--- src/rtl/cctimer_pkg.sv ---
package cctimer_pkg;

   // Register addresses (low three bits of the bus address)
   typedef enum logic [2:0] {
      RA_CNT   = 3'd0,
      RA_GREG  = 3'd1,
      RA_CMPB  = 3'd2,
      RA_CTRL  = 3'd3,
      RA_IEN   = 3'd4,
      RA_STATA = 3'd5,
      RA_STATB = 3'd6
   } reg_addr_e;

   localparam int unsigned FLAG_NUM = 3;
   localparam int unsigned FLG_GEN  = 0;  // capture/compare flag of the general register
   localparam int unsigned FLG_CMB  = 1;  // compare-only register match
   localparam int unsigned FLG_OVF  = 2;  // counter wrap
   localparam int unsigned OVF_BIT  = 8;  // overflow position inside status register B

   // bit position of a flag inside its status register
   function automatic int unsigned flag_bit(input int unsigned f);
      return (f == FLG_OVF) ? OVF_BIT : 0;
   endfunction

   // status register holding a flag
   function automatic reg_addr_e flag_reg(input int unsigned f);
      return (f == FLG_GEN) ? RA_STATA : RA_STATB;
   endfunction

endpackage

--- src/rtl/cctimer_counter.sv ---
module cctimer_counter #(
   parameter int unsigned W = 16
) (
   input  logic         clk,
   input  logic         rst_n,
   output logic [W-1:0] cnt_o,
   output logic         wrap_o
);
   localparam logic [W-1:0] TOP = '1;

   logic [W-1:0] cnt_q;

   always_ff @(posedge clk or negedge rst_n) begin
      if (!rst_n) cnt_q <= '0;
      else        cnt_q <= cnt_q + 1'b1;
   end

   assign cnt_o  = cnt_q;
   // high in the cycle before the counter returns to zero
   assign wrap_o = (cnt_q == TOP);
endmodule

--- src/rtl/cctimer_edge.sv ---
module cctimer_edge #(
   parameter int unsigned STAGES = 2
) (
   input  logic clk,
   input  logic rst_n,
   input  logic async_i,
   output logic rise_o
);
   if (STAGES < 2) begin : g_bad_stages
      $error("cctimer_edge: STAGES must be at least 2");
   end

   // STAGES synchroniser flops plus one history flop for edge detection
   logic [STAGES:0] sh_q;

   always_ff @(posedge clk or negedge rst_n) begin
      if (!rst_n) sh_q <= '0;
      else        sh_q <= {sh_q[STAGES-1:0], async_i};
   end

   assign rise_o = sh_q[STAGES-1] & ~sh_q[STAGES];
endmodule

--- src/rtl/cctimer_flag.sv ---
module cctimer_flag (
   input  logic clk,
   input  logic rst_n,
   input  logic set_i,
   input  logic rd_i,
   input  logic wr_i,
   input  logic wbit_i,
   output logic flag_o,
   output logic arm_o
);
   logic flag_q, arm_q, clr;

   assign clr = wr_i & ~wbit_i & arm_q;

   always_ff @(posedge clk or negedge rst_n) begin
      if (!rst_n) begin
         flag_q <= 1'b0;
         arm_q  <= 1'b0;
      end else begin
         if (wr_i)               arm_q <= 1'b0;
         else if (rd_i && flag_q) arm_q <= 1'b1;
         flag_q <= set_i | (flag_q & ~clr);
      end
   end

   assign flag_o = flag_q;
   assign arm_o  = arm_q;
endmodule

--- src/rtl/cctimer_chan.sv ---
module cctimer_chan
   import cctimer_pkg::*;
#(
   parameter int unsigned CNT_W       = 16,
   parameter int unsigned DATA_W      = 16,
   parameter int unsigned ADDR_W      = 3,
   parameter int unsigned SYNC_STAGES = 2
) (
   input  logic              clk,
   input  logic              rst_n,
   input  logic [ADDR_W-1:0] addr,
   input  logic              rd_en,
   input  logic              wr_en,
   input  logic [DATA_W-1:0] wdata,
   output logic [DATA_W-1:0] rdata,
   input  logic              cap_in,
   output logic              irq
);
   localparam int unsigned CW = CNT_W;

   if (DATA_W < OVF_BIT + 1) begin : g_bad_dw
      $error("cctimer_chan: DATA_W too narrow for the overflow bit");
   end
   if (CNT_W > DATA_W || CNT_W < 2) begin : g_bad_cw
      $error("cctimer_chan: CNT_W must lie in 2..DATA_W");
   end
   if (ADDR_W < 3) begin : g_bad_aw
      $error("cctimer_chan: ADDR_W must be at least 3");
   end

   // ---------------- address decode ----------------
   logic sel_cnt, sel_greg, sel_cmpb, sel_ctrl, sel_ien, sel_sta, sel_stb;
   assign sel_cnt  = (addr == ADDR_W'(RA_CNT));
   assign sel_greg = (addr == ADDR_W'(RA_GREG));
   assign sel_cmpb = (addr == ADDR_W'(RA_CMPB));
   assign sel_ctrl = (addr == ADDR_W'(RA_CTRL));
   assign sel_ien  = (addr == ADDR_W'(RA_IEN));
   assign sel_sta  = (addr == ADDR_W'(RA_STATA));
   assign sel_stb  = (addr == ADDR_W'(RA_STATB));

   // ---------------- counter and capture edge ----------------
   logic [CW-1:0] cnt_q;
   logic          wrap;
   logic          cap_stb;

   cctimer_counter #(.W(CW)) i_cnt (
      .clk   (clk),
      .rst_n (rst_n),
      .cnt_o (cnt_q),
      .wrap_o(wrap)
   );

   cctimer_edge #(.STAGES(SYNC_STAGES)) i_edge (
      .clk    (clk),
      .rst_n  (rst_n),
      .async_i(cap_in),
      .rise_o (cap_stb)
   );

   // ---------------- configuration registers ----------------
   logic [CW-1:0]       greg_q, cmpb_q;
   logic                mode_q;       // 1 = capture, 0 = compare
   logic [FLAG_NUM-1:0] ien_q;
   logic                greg_wr;

   assign greg_wr = wr_en & sel_greg;

   always_ff @(posedge clk or negedge rst_n) begin
      if (!rst_n) begin
         greg_q <= '0;
         cmpb_q <= '0;
         mode_q <= 1'b0;
         ien_q  <= '0;
      end else begin
         if (mode_q && cap_stb) greg_q <= cnt_q;
         else if (greg_wr)      greg_q <= wdata[CW-1:0];
         if (wr_en && sel_cmpb) cmpb_q <= wdata[CW-1:0];
         if (wr_en && sel_ctrl) mode_q <= wdata[0];
         if (wr_en && sel_ien)  ien_q  <= wdata[FLAG_NUM-1:0];
      end
   end

   // ---------------- flag set sources ----------------
   logic [FLAG_NUM-1:0] set_vec, flag_q, arm_q;

   always_comb begin
      set_vec          = '0;
      set_vec[FLG_GEN] = mode_q ? cap_stb : (cnt_q == greg_q);
      set_vec[FLG_CMB] = (cnt_q == cmpb_q);
      set_vec[FLG_OVF] = wrap;
   end

   // ---------------- handshake-cleared flags ----------------
   for (genvar i = 0; i < FLAG_NUM; i++) begin : g_flag
      localparam int unsigned BITPOS = flag_bit(i);
      localparam reg_addr_e   REGSEL = flag_reg(i);
      logic hit;
      assign hit = (addr == ADDR_W'(REGSEL));

      cctimer_flag i_flag (
         .clk   (clk),
         .rst_n (rst_n),
         .set_i (set_vec[i]),
         .rd_i  (rd_en & hit),
         .wr_i  (wr_en & hit),
         .wbit_i(wdata[BITPOS]),
         .flag_o(flag_q[i]),
         .arm_o (arm_q[i])
      );
   end

   // ---------------- read mux and interrupt ----------------
   always_comb begin
      rdata = '0;
      unique case (1'b1)
         sel_cnt:  rdata[CW-1:0] = cnt_q;
         sel_greg: rdata[CW-1:0] = greg_q;
         sel_cmpb: rdata[CW-1:0] = cmpb_q;
         sel_ctrl: rdata[0] = mode_q;
         sel_ien:  rdata[FLAG_NUM-1:0] = ien_q;
         sel_sta:  rdata[flag_bit(FLG_GEN)] = flag_q[FLG_GEN];
         sel_stb: begin
            rdata[flag_bit(FLG_CMB)] = flag_q[FLG_CMB];
            rdata[flag_bit(FLG_OVF)] = flag_q[FLG_OVF];
         end
         default:  rdata = '0;
      endcase
   end

   assign irq = |(flag_q & ien_q);

endmodule

--- config.mk ---
export PLATFORM = sky130hd
export DESIGN_NAME = cctimer_chan
export DESIGN_NICKNAME = d
export VERILOG_FILES = /design/src/rtl/cctimer_pkg.sv /design/src/rtl/cctimer_counter.sv /design/src/rtl/cctimer_edge.sv /design/src/rtl/cctimer_flag.sv /design/src/rtl/cctimer_chan.sv
export SDC_FILE = /design/constraint.sdc
export NUM_CORES = 1
export LEC_CHECK = 0
export BUFFER_PORTS_ARGS = -buffer_cell sky130_fd_sc_hd__buf_2
export CAP_MARGIN = 15
export CORE_MARGIN = 2
export CORE_UTILIZATION = 58
export CTS_CLUSTER_SIZE = 25
export DETAILED_ROUTE_END_ITERATION = 10
export GPL_TIMING_DRIVEN = 0
export PLACE_DENSITY = 0.8
export SETUP_SLACK_MARGIN = 0.5
export SLEW_MARGIN = 20
export SYNTH_ARGS = -nofsm -noshare
export SYNTH_HDL_FRONTEND = slang
export SYNTH_HIERARCHICAL = 1
export SYNTH_SLANG_ARGS = --single-unit
--- constraint.sdc ---
create_clock -name clk -period 1.9 [get_ports clk]
set_input_delay 0.19 -clock clk [delete_from_list [all_inputs] [get_ports clk]]
set_output_delay 0.19 -clock clk [all_outputs]
set_load 0.01 [all_outputs]
Yosys cells after proc, flatten, opt, wreduce, memory -nomap -nowiden

Index checks and enable logic that the tools add are counted.
W data, S select, Z words.

Register bits after elaboration: 61

Reductions and logical operators: 13
Bitwise gates (word level): 25
Multiplexer cells: 14
Equality and inequality tests: 9
Add/subtract/negate cells: 1

Operator list:

| cell                    | count |
|---|---|
| $eq A16 B16 Y1          | 2 |
| $mux W16                | 2 |
| $pmux W7 S3             | 1 |
| $add A16 B1 Y16 const B | 1 |
| $eq A16 B16 Y1 const B  | 1 |
| $and A1 B1 Y1           | 15 |
| $pmux W5 S3             | 1 |
| $eq A3 B3 Y1 const B    | 3 |
| $pmux W2 S4             | 1 |
| $reduce_bool A2 Y1      | 4 |
| $logic_and A1 B1 Y1     | 7 |
| $mux W1                 | 7 |
| $pmux W1 S7             | 1 |
| $eq A3 B2 Y1 const B    | 2 |
| $not A1 Y1              | 6 |
| $pmux W1 S4             | 1 |
| $and A3 B3 Y3           | 1 |
| $eq A3 B1 Y1 const B    | 1 |
| $logic_not A3 Y1        | 1 |
| $or A1 B1 Y1            | 3 |
| $reduce_or A3 Y1        | 1 |

Depth between registers and ports, before layout

Gate-level depths: netlist (run 1).

Word-level depth: 7
Gate-level depth with buffers: 6

Modules after synthesis

Netlist (run 1), hierarchy kept.

By module, submodules not included:

| module          | instances | cells an instance | area each (um^2) |
|---|---|---|---|
| cctimer_chan    | 1         | 248               | 2,421.1 |
| cctimer_counter | 1         | 56                | 675.6 |
| cctimer_flag    | 3         | 6                 | 73.8 |
| cctimer_edge    | 1         | 4                 | 88.8 |

Least setup slack after synthesis (run 1)

OpenSTA, ideal clock, no wires.

Path type: reg-to-reg
From: register i_cnt.cnt_q[0] (netlist: i_cnt/cnt_o[0])
To: register i_cnt.cnt_q[10] (netlist: i_cnt/cnt_o[10])
Library setup time: 0.079 ns
Period minus slack after synthesis: 1.350 ns
Path buffers: 0
Arrival time: 1.270 ns
Stages on the path, launching flop included: 6
Slack: 0.550 ns
Cells stage by stage: dfrtp_1 ha_1 nand4_1 nor2_2 and3_1 xor2_1

Longest elaborated chain between the ends: 1

Ends and longest elaborated chain:

| item                     | line                  | text |
|---|---|---|
| start: declaration       | cctimer_counter.sv:11 | `logic [W-1:0] cnt_q;` |
| start signal: assignment | cctimer_counter.sv:15 | `else cnt_q <= cnt_q + 1'b1;` |
| $add A16 B1 Y16          | cctimer_counter.sv:15 |  |

Every way passes these cells.
A chain may end at the register's enable or synchronous reset.

Worst setup path in the final report (run 1)

From: register i_cnt.cnt_q[0] (netlist: i_cnt/cnt_o[0])
To: output port rdata[0]

Longest elaborated chain between the ends: 1

Ends and longest elaborated chain:

| item             | line                | text |
|---|---|---|
| $pmux W1 S7      | cctimer_chan.sv:115 | `unique case (1'b1)` |
| end: declaration | cctimer_chan.sv:15  | `output logic [DATA_W-1:0] rdata,` |

Every way passes these cells.

==> flow_summary.ini, run 1 <==
[grt]
gr-usage-met3 = 0.120
grt_pass1_wl_um = 15600
grtUsageMet1 = 0.395
busiest_layer = met2
antenna_found_initial = 0
met2_usage = 0.540
grt_overflow = 0
track_usage = 0.331
grt_max_degree = 62
grt_pass1_vias = 3135

[yosys]
netlist_area_mm2 = 0.00341
synth-edff-count = 0
synth_seq_area_share = 0.448
synthDistinctLibCells = 41
netlist_instances = 326
synth_seq_cells = 61
synth_ff_type = dfrtp_1
syn-num-nets = 351
yosys.area.top_type_share = 0.448
synth_area_leaders = dfrtp_1 (45%), mux2i_1 (9.1%), xnor2_1 (7.2%)
synth_warnings = 6
yosysTopAreaCell = dfrtp_1
synthArstFlopShare = 1.00
syn_area_per_cell_um2 = 10.5

[power]
internal_power_w = 0.00275
p_per_area_mw_per_mm2 = 861
ir_drop_mv = 0.744
switching_share = 0.326
seq_power_share = 0.430
leakage_nw = 2.38
netSwitchingPower_w = 0.00133
pwr-share-comb = 0.273
p_clk_frac = 0.296

[timing]
timing.hold.ws_ns = 0.0830
max_freq_mhz = 577
finalCriticalPeriod_ns = 1.73
worst_slew_pin_slew_ns = 0.787
slew_violations = 0
setup_viol = 0
slew_headroom = 0.475
finalCritPeriodShare = 0.913
rsz0062_at_grt = yes
finalSetupTns_ns = 0
finalHoldViolations = 0
fin_worst_skew_ns = 0.00907

[finish]
area_growth_pct = 39.3
multi_input_area_mm2 = 0.00198
diodes = 0
mostFrequentLayoutCell = buf_4
drive_gt1_frac = 0.462
fill_cells = 251
layout_common_cells = buf_4 (64), dfrtp_1 (46), buf_2 (41)
regArea_mm2 = 0.00155
layout.nets = 473

[route]
num_vias = 3337
ant_nets = 0
drc = 0
routedWlPerCell_um = 22.9
first_pass_iters = 5
routed_wl_um = 12000
via_per_inst = 6.37
drtIter0Drc = 450

[run]
drv_cap = 0

[clock_tree]
htree_levels = 3
clk_pin_slew_ns = 0.07
cts_made_buffers = 9
cts_tree = built
clk_latency_ns = 0.36
cts-root-buf = clkbuf_8
clkSinkCount = 61
clock_path_buffers = 2

[die]
std_cell_rows = 27
die-area_mm2 = 0.00650
ios = 41
die_w_um = 80.6
die_h_um = 80.6
coreArea_mm2 = 0.00557
start_util = 0.611

[placed_design]
portBuffers = 39
finalWeightedCongestion = 0.912
hpwl_um = 5740

[setup_path]
worstSetupEndpointType = output pin
crit_fanout = 2
arrival_ns = 1.54
required_ns = 1.71
critical_path_class = flip-flop to output pin
cp-start-kind = flip-flop

[hold_path]
hp-class = input pin to flip-flop

[status]
status = complete, no violations
synthesized netlist by cell type (2+ instances only):
master and count:
a21o_1 3, o21ai_0 16, xnor2_1 28, mux2_4 10, buf_2 8, nor2_1 40, nand2b_1 2, nand3b_1 3
and3_1 2, nand4_1 8, nor4_1 4, nor2b_2 2, clkbuf_1 2, nand3_1 8, nor2b_1 3, nand2_1 22
o21ai_1 2, buf_6 2, dfrtp_1 61, a22oi_1 2, xor2_1 18, mux2_2 11, inv_1 4, a21oi_1 18
mux2i_1 31
path summary, 6_finish.rpt:
| check | depth (start not counted) | slack [ns] | start | to |
|---|---|---|---|---|
| hold reg to reg | 0 | 0.36 | i_edge/sh_q[0] | i_edge/sh_q[1] |
| setup reg to reg | 7 | 0.23 | i_cnt/cnt_o[0] | g_flag[0].i_flag/flag_o |
| setup / recovery | 4 | 0.17 | i_cnt/cnt_o[0] | rdata[0] |
| max in group asynchronous | 2 | 0.87 | rst_n | i_cnt/cnt_o[1] |
| hold / removal | 2 | 0.08 | wdata[7] | cmpb_q[7] |
| min in group asynchronous | 2 | 0.46 | rst_n | g_flag[2].i_flag/arm_o |
repair_timing:
action                                 in CTS  in global routing
setup buffers                              46                 23
gates cloned                                0                  1
setup endpoints to repair                  44                 47
pin swaps                                  17                 24
endpoints found under the hold margin      62                  0
hold buffers                                2                  0
resized for setup                          44                 39
power by group through the flow:
stage,clock (W),combinational [W],sequential [W]
3_3_place_gp,0,0.000758,0.00175
6_report,0.00121,0.00112,0.00176
4_1_cts,0.00119,0.000919,0.00173
5_1_grt,0.00128,0.00117,0.00177
2_1_floorplan,0,0.000568,0.00170
3_5_place_dp,0,0.000779,0.00176
per-layer routing:
metal  vias to the layer above  share of wire
li1                       1375              -
met1                      1614           0.36
met2                       265           0.48
met3                        83          0.095
met4                         0          0.061
met5                         -              0
cell families (layout without fill, tap and decap cells):
kind of cell / count (synthesis) / in the layout / share of synthesized area
simple gates: 102 / 102 / 0.148
xor+xnor: 46 / 46 / 0.118
buf+inv: 18 / 144 / 0.0283
fa+ha+maj: 1 / 1 / 0.00367
mux: 53 / 53 / 0.178
compound gates: 45 / 45 / 0.0753
flops: 61 / 61 / 0.448
worst max-delay path, stage by stage, from the launching register on:
cell and delay (ns):
dfrtp_2 0.43, mux4_2 0.46, nor2_1 0.11, a21oi_1 0.05
buf_2 0.14
cell type report:
type	instances	area share
flip-flops and latches	61	0.326
repair buffers	111	0.168
well taps	72	0.0190
plain buffers	14	0.0253
multi-input cells	247	0.417
clock buffers	11	0.0319
clock inverters	4	0.0100
inverters	4	0.00316
stage by stage:
stage               power, W  instance area (um2)  setup WS [ns]   util  cells
floorplan            0.00227                 3410          0.550      -    326
global placement     0.00251                 3690          0.148  0.662    437
detailed placement   0.00254                 3690          0.117  0.663    437
CTS                  0.00384                 4400          0.193  0.789    500
global route         0.00422                 4750          0.133  0.852    524
finish               0.00409                 4750          0.166  0.852    524
flip-flops by register name (all words and copies together), names as in the netlist:
signal,count
i_cnt/cnt_o,16
g_flag.i_flag/arm_o,3
g_flag.i_flag/flag_o,3
i_edge/sh_q,3
mode_q,1
ien_q,3
greg_q,16
cmpb_q,16
Note: power is estimated with default switching activity, not from simulation.
==> inputs of run 2 (changes only) <==
--- a/config.mk
+++ b/config.mk
@@ -11,7 +11,7 @@
 export CORE_UTILIZATION = 58
 export CTS_CLUSTER_SIZE = 25
 export DETAILED_ROUTE_END_ITERATION = 10
-export GPL_TIMING_DRIVEN = 0
+export GPL_TIMING_DRIVEN = 1
 export PLACE_DENSITY = 0.8
 export SETUP_SLACK_MARGIN = 0.5
 export SLEW_MARGIN = 20
==> flow_summary.ini, run 2 (synthesized netlist as in run 1, its figures left out) <==
[die]
die_h_um = 80.6
start_util = 0.611
coreArea_mm2 = 0.00557
die-area_mm2 = 0.00650
std_cell_rows = 27
ios = 41
die_w_um = 80.6

[route]
routed_wl_um = 11100
via_per_inst = 6.29
drtIter0Drc = 309
routedWlPerCell_um = 21.9
drc = 0
first_pass_iters = 5
ant_nets = 0
num_vias = 3203

[hold_path]
hp-class = input pin to flip-flop

[timing]
fin_worst_skew_ns = 0.0115
finalCritPeriodShare = 0.966
max_freq_mhz = 545
slew_violations = 0
rsz0062_at_grt = yes
slew_headroom = 0.660
finalCriticalPeriod_ns = 1.84
worst_slew_pin_slew_ns = 0.509
setup_viol = 0
finalSetupTns_ns = 0
finalHoldViolations = 0

[clock_tree]
cts_tree = built
htree_levels = 3
clock_path_buffers = 2
cts_made_buffers = 9
cts-root-buf = clkbuf_8
clk_latency_ns = 0.36
clkSinkCount = 61
clk_pin_slew_ns = 0.07

[finish]
diodes = 0
utilization = 0.825
layout.nets = 457
layout_common_cells = buf_4 (56), dfrtp_1 (46), buf_2 (39)
area_growth_pct = 35.0
mostFrequentLayoutCell = buf_4
drive_gt1_frac = 0.439

[setup_path]
worstSetupEndpointType = output pin
arrival_ns = 1.65
path_cells = mux4_2 > nor2_1 > a21oi_1 > buf_2
cp-start-kind = flip-flop
required_ns = 1.71
crit_fanout = 4
slowest_delay_ns = 0.49
critical_path_class = flip-flop to output pin
critPathSlowestCell = mux4_2

[placed_design]
portBuffers = 40
hpwl_um = 5840
finalWeightedCongestion = 0.899

[status]
status = complete, no violations

[grt]
grt_max_degree = 43
antenna_found_initial = 0
grt_pass1_vias = 3002
track_usage = 0.325
grt_pass1_wl_um = 15300
grt_overflow = 0

[run]
drv_cap = 0

[power]
ir_drop_mv = 0.605
leakage_nw = 2.29
p_per_area_mw_per_mm2 = 904
-- run 2: cell count changes in the layout (fill, tap and decap cells not counted), sizes merged --
cell,delta
clkbuf,-2
clkinvlp,-1
buf,-13
bufinv,+1
-- run 2: worst paths after layout --
path | from | end | slack (ns) | cells past startpoint
max in group asynchronous | rst_n | i_cnt/cnt_o[9] | 0.93 | 3
min in group asynchronous | rst_n | greg_q[14] | 0.33 | 2
worst max register to register | i_cnt/cnt_o[15] | g_flag[0].i_flag/flag_o | 0.22 | 6
worst min register to register | i_edge/sh_q[0] | i_edge/sh_q[1] | 0.35 | 0
worst min-delay path | wdata[3] | cmpb_q[3] | 0.08 | 2
worst max-delay path | g_flag[1].i_flag/flag_o | rdata[0] | 0.06 | 4
-- run 2: stage by stage --
stage | setup WS (ns) | total power [W] | hold WS, ns | area [um2] | cells
after detailed placement | 0.291 | 0.00256 | 0.184 | 3710 | 435
after floorplan | 0.550 | 0.00227 | -0.106 | 3410 | 326
after global placement | 0.318 | 0.00252 | 0.183 | 3710 | 435
after global routing | 0.0521 | 0.00432 | 0.0795 | 4600 | 509
after CTS | 0.148 | 0.00394 | 0.0838 | 4360 | 492
final | 0.0649 | 0.00416 | 0.0836 | 4600 | 509
-- run 2: per-layer routing --
metal | vias to the layer above | wire, um | part of all wire | global-route usage
met1 | 1541 | 4130 | 0.37 | 0.391
li1 | 1341 | - | - | -
met5 | - | 0 | 0 | 0
met3 | 83 | 999 | 0.090 | 0.0764
met4 | 0 | 741 | 0.067 | 0.156
met2 | 238 | 5270 | 0.47 | 0.546
-- run 2: report_power, final --
group	switching [W]	total (W)	internal, W
clock	0.000522	0.00133	0.000806
sequential	0.000242	0.00176	0.00152
combinational	0.000517	0.00107	0.000549
-- run 2: area by class of cell --
type,instances,area (um2)
clock inverter,4,70.1
inverter,4,15.0
multi-input combinational,247,1940
fill,313,976
tap,72,90.1
sequential,61,1550
timing repair buffer,109,779
clock buffer,12,155
-- run 2: what timing repair did --
item | CTS | global route
resized for setup | 32 | 24
endpoints found under the hold margin | 20 | 0
pin swaps | 9 | 24
hold buffers | 2 | 0
setup endpoints to repair | 40 | 40
buffers inserted | 39 | 17
-- run 2: worst max-delay path, delay by kind of cell (launching register included) --
kind	cells	cell delay (ns)
compound gates	1	0.06
mux	1	0.49
buf+inv	1	0.14
simple gates	1	0.16
flops	1	0.45
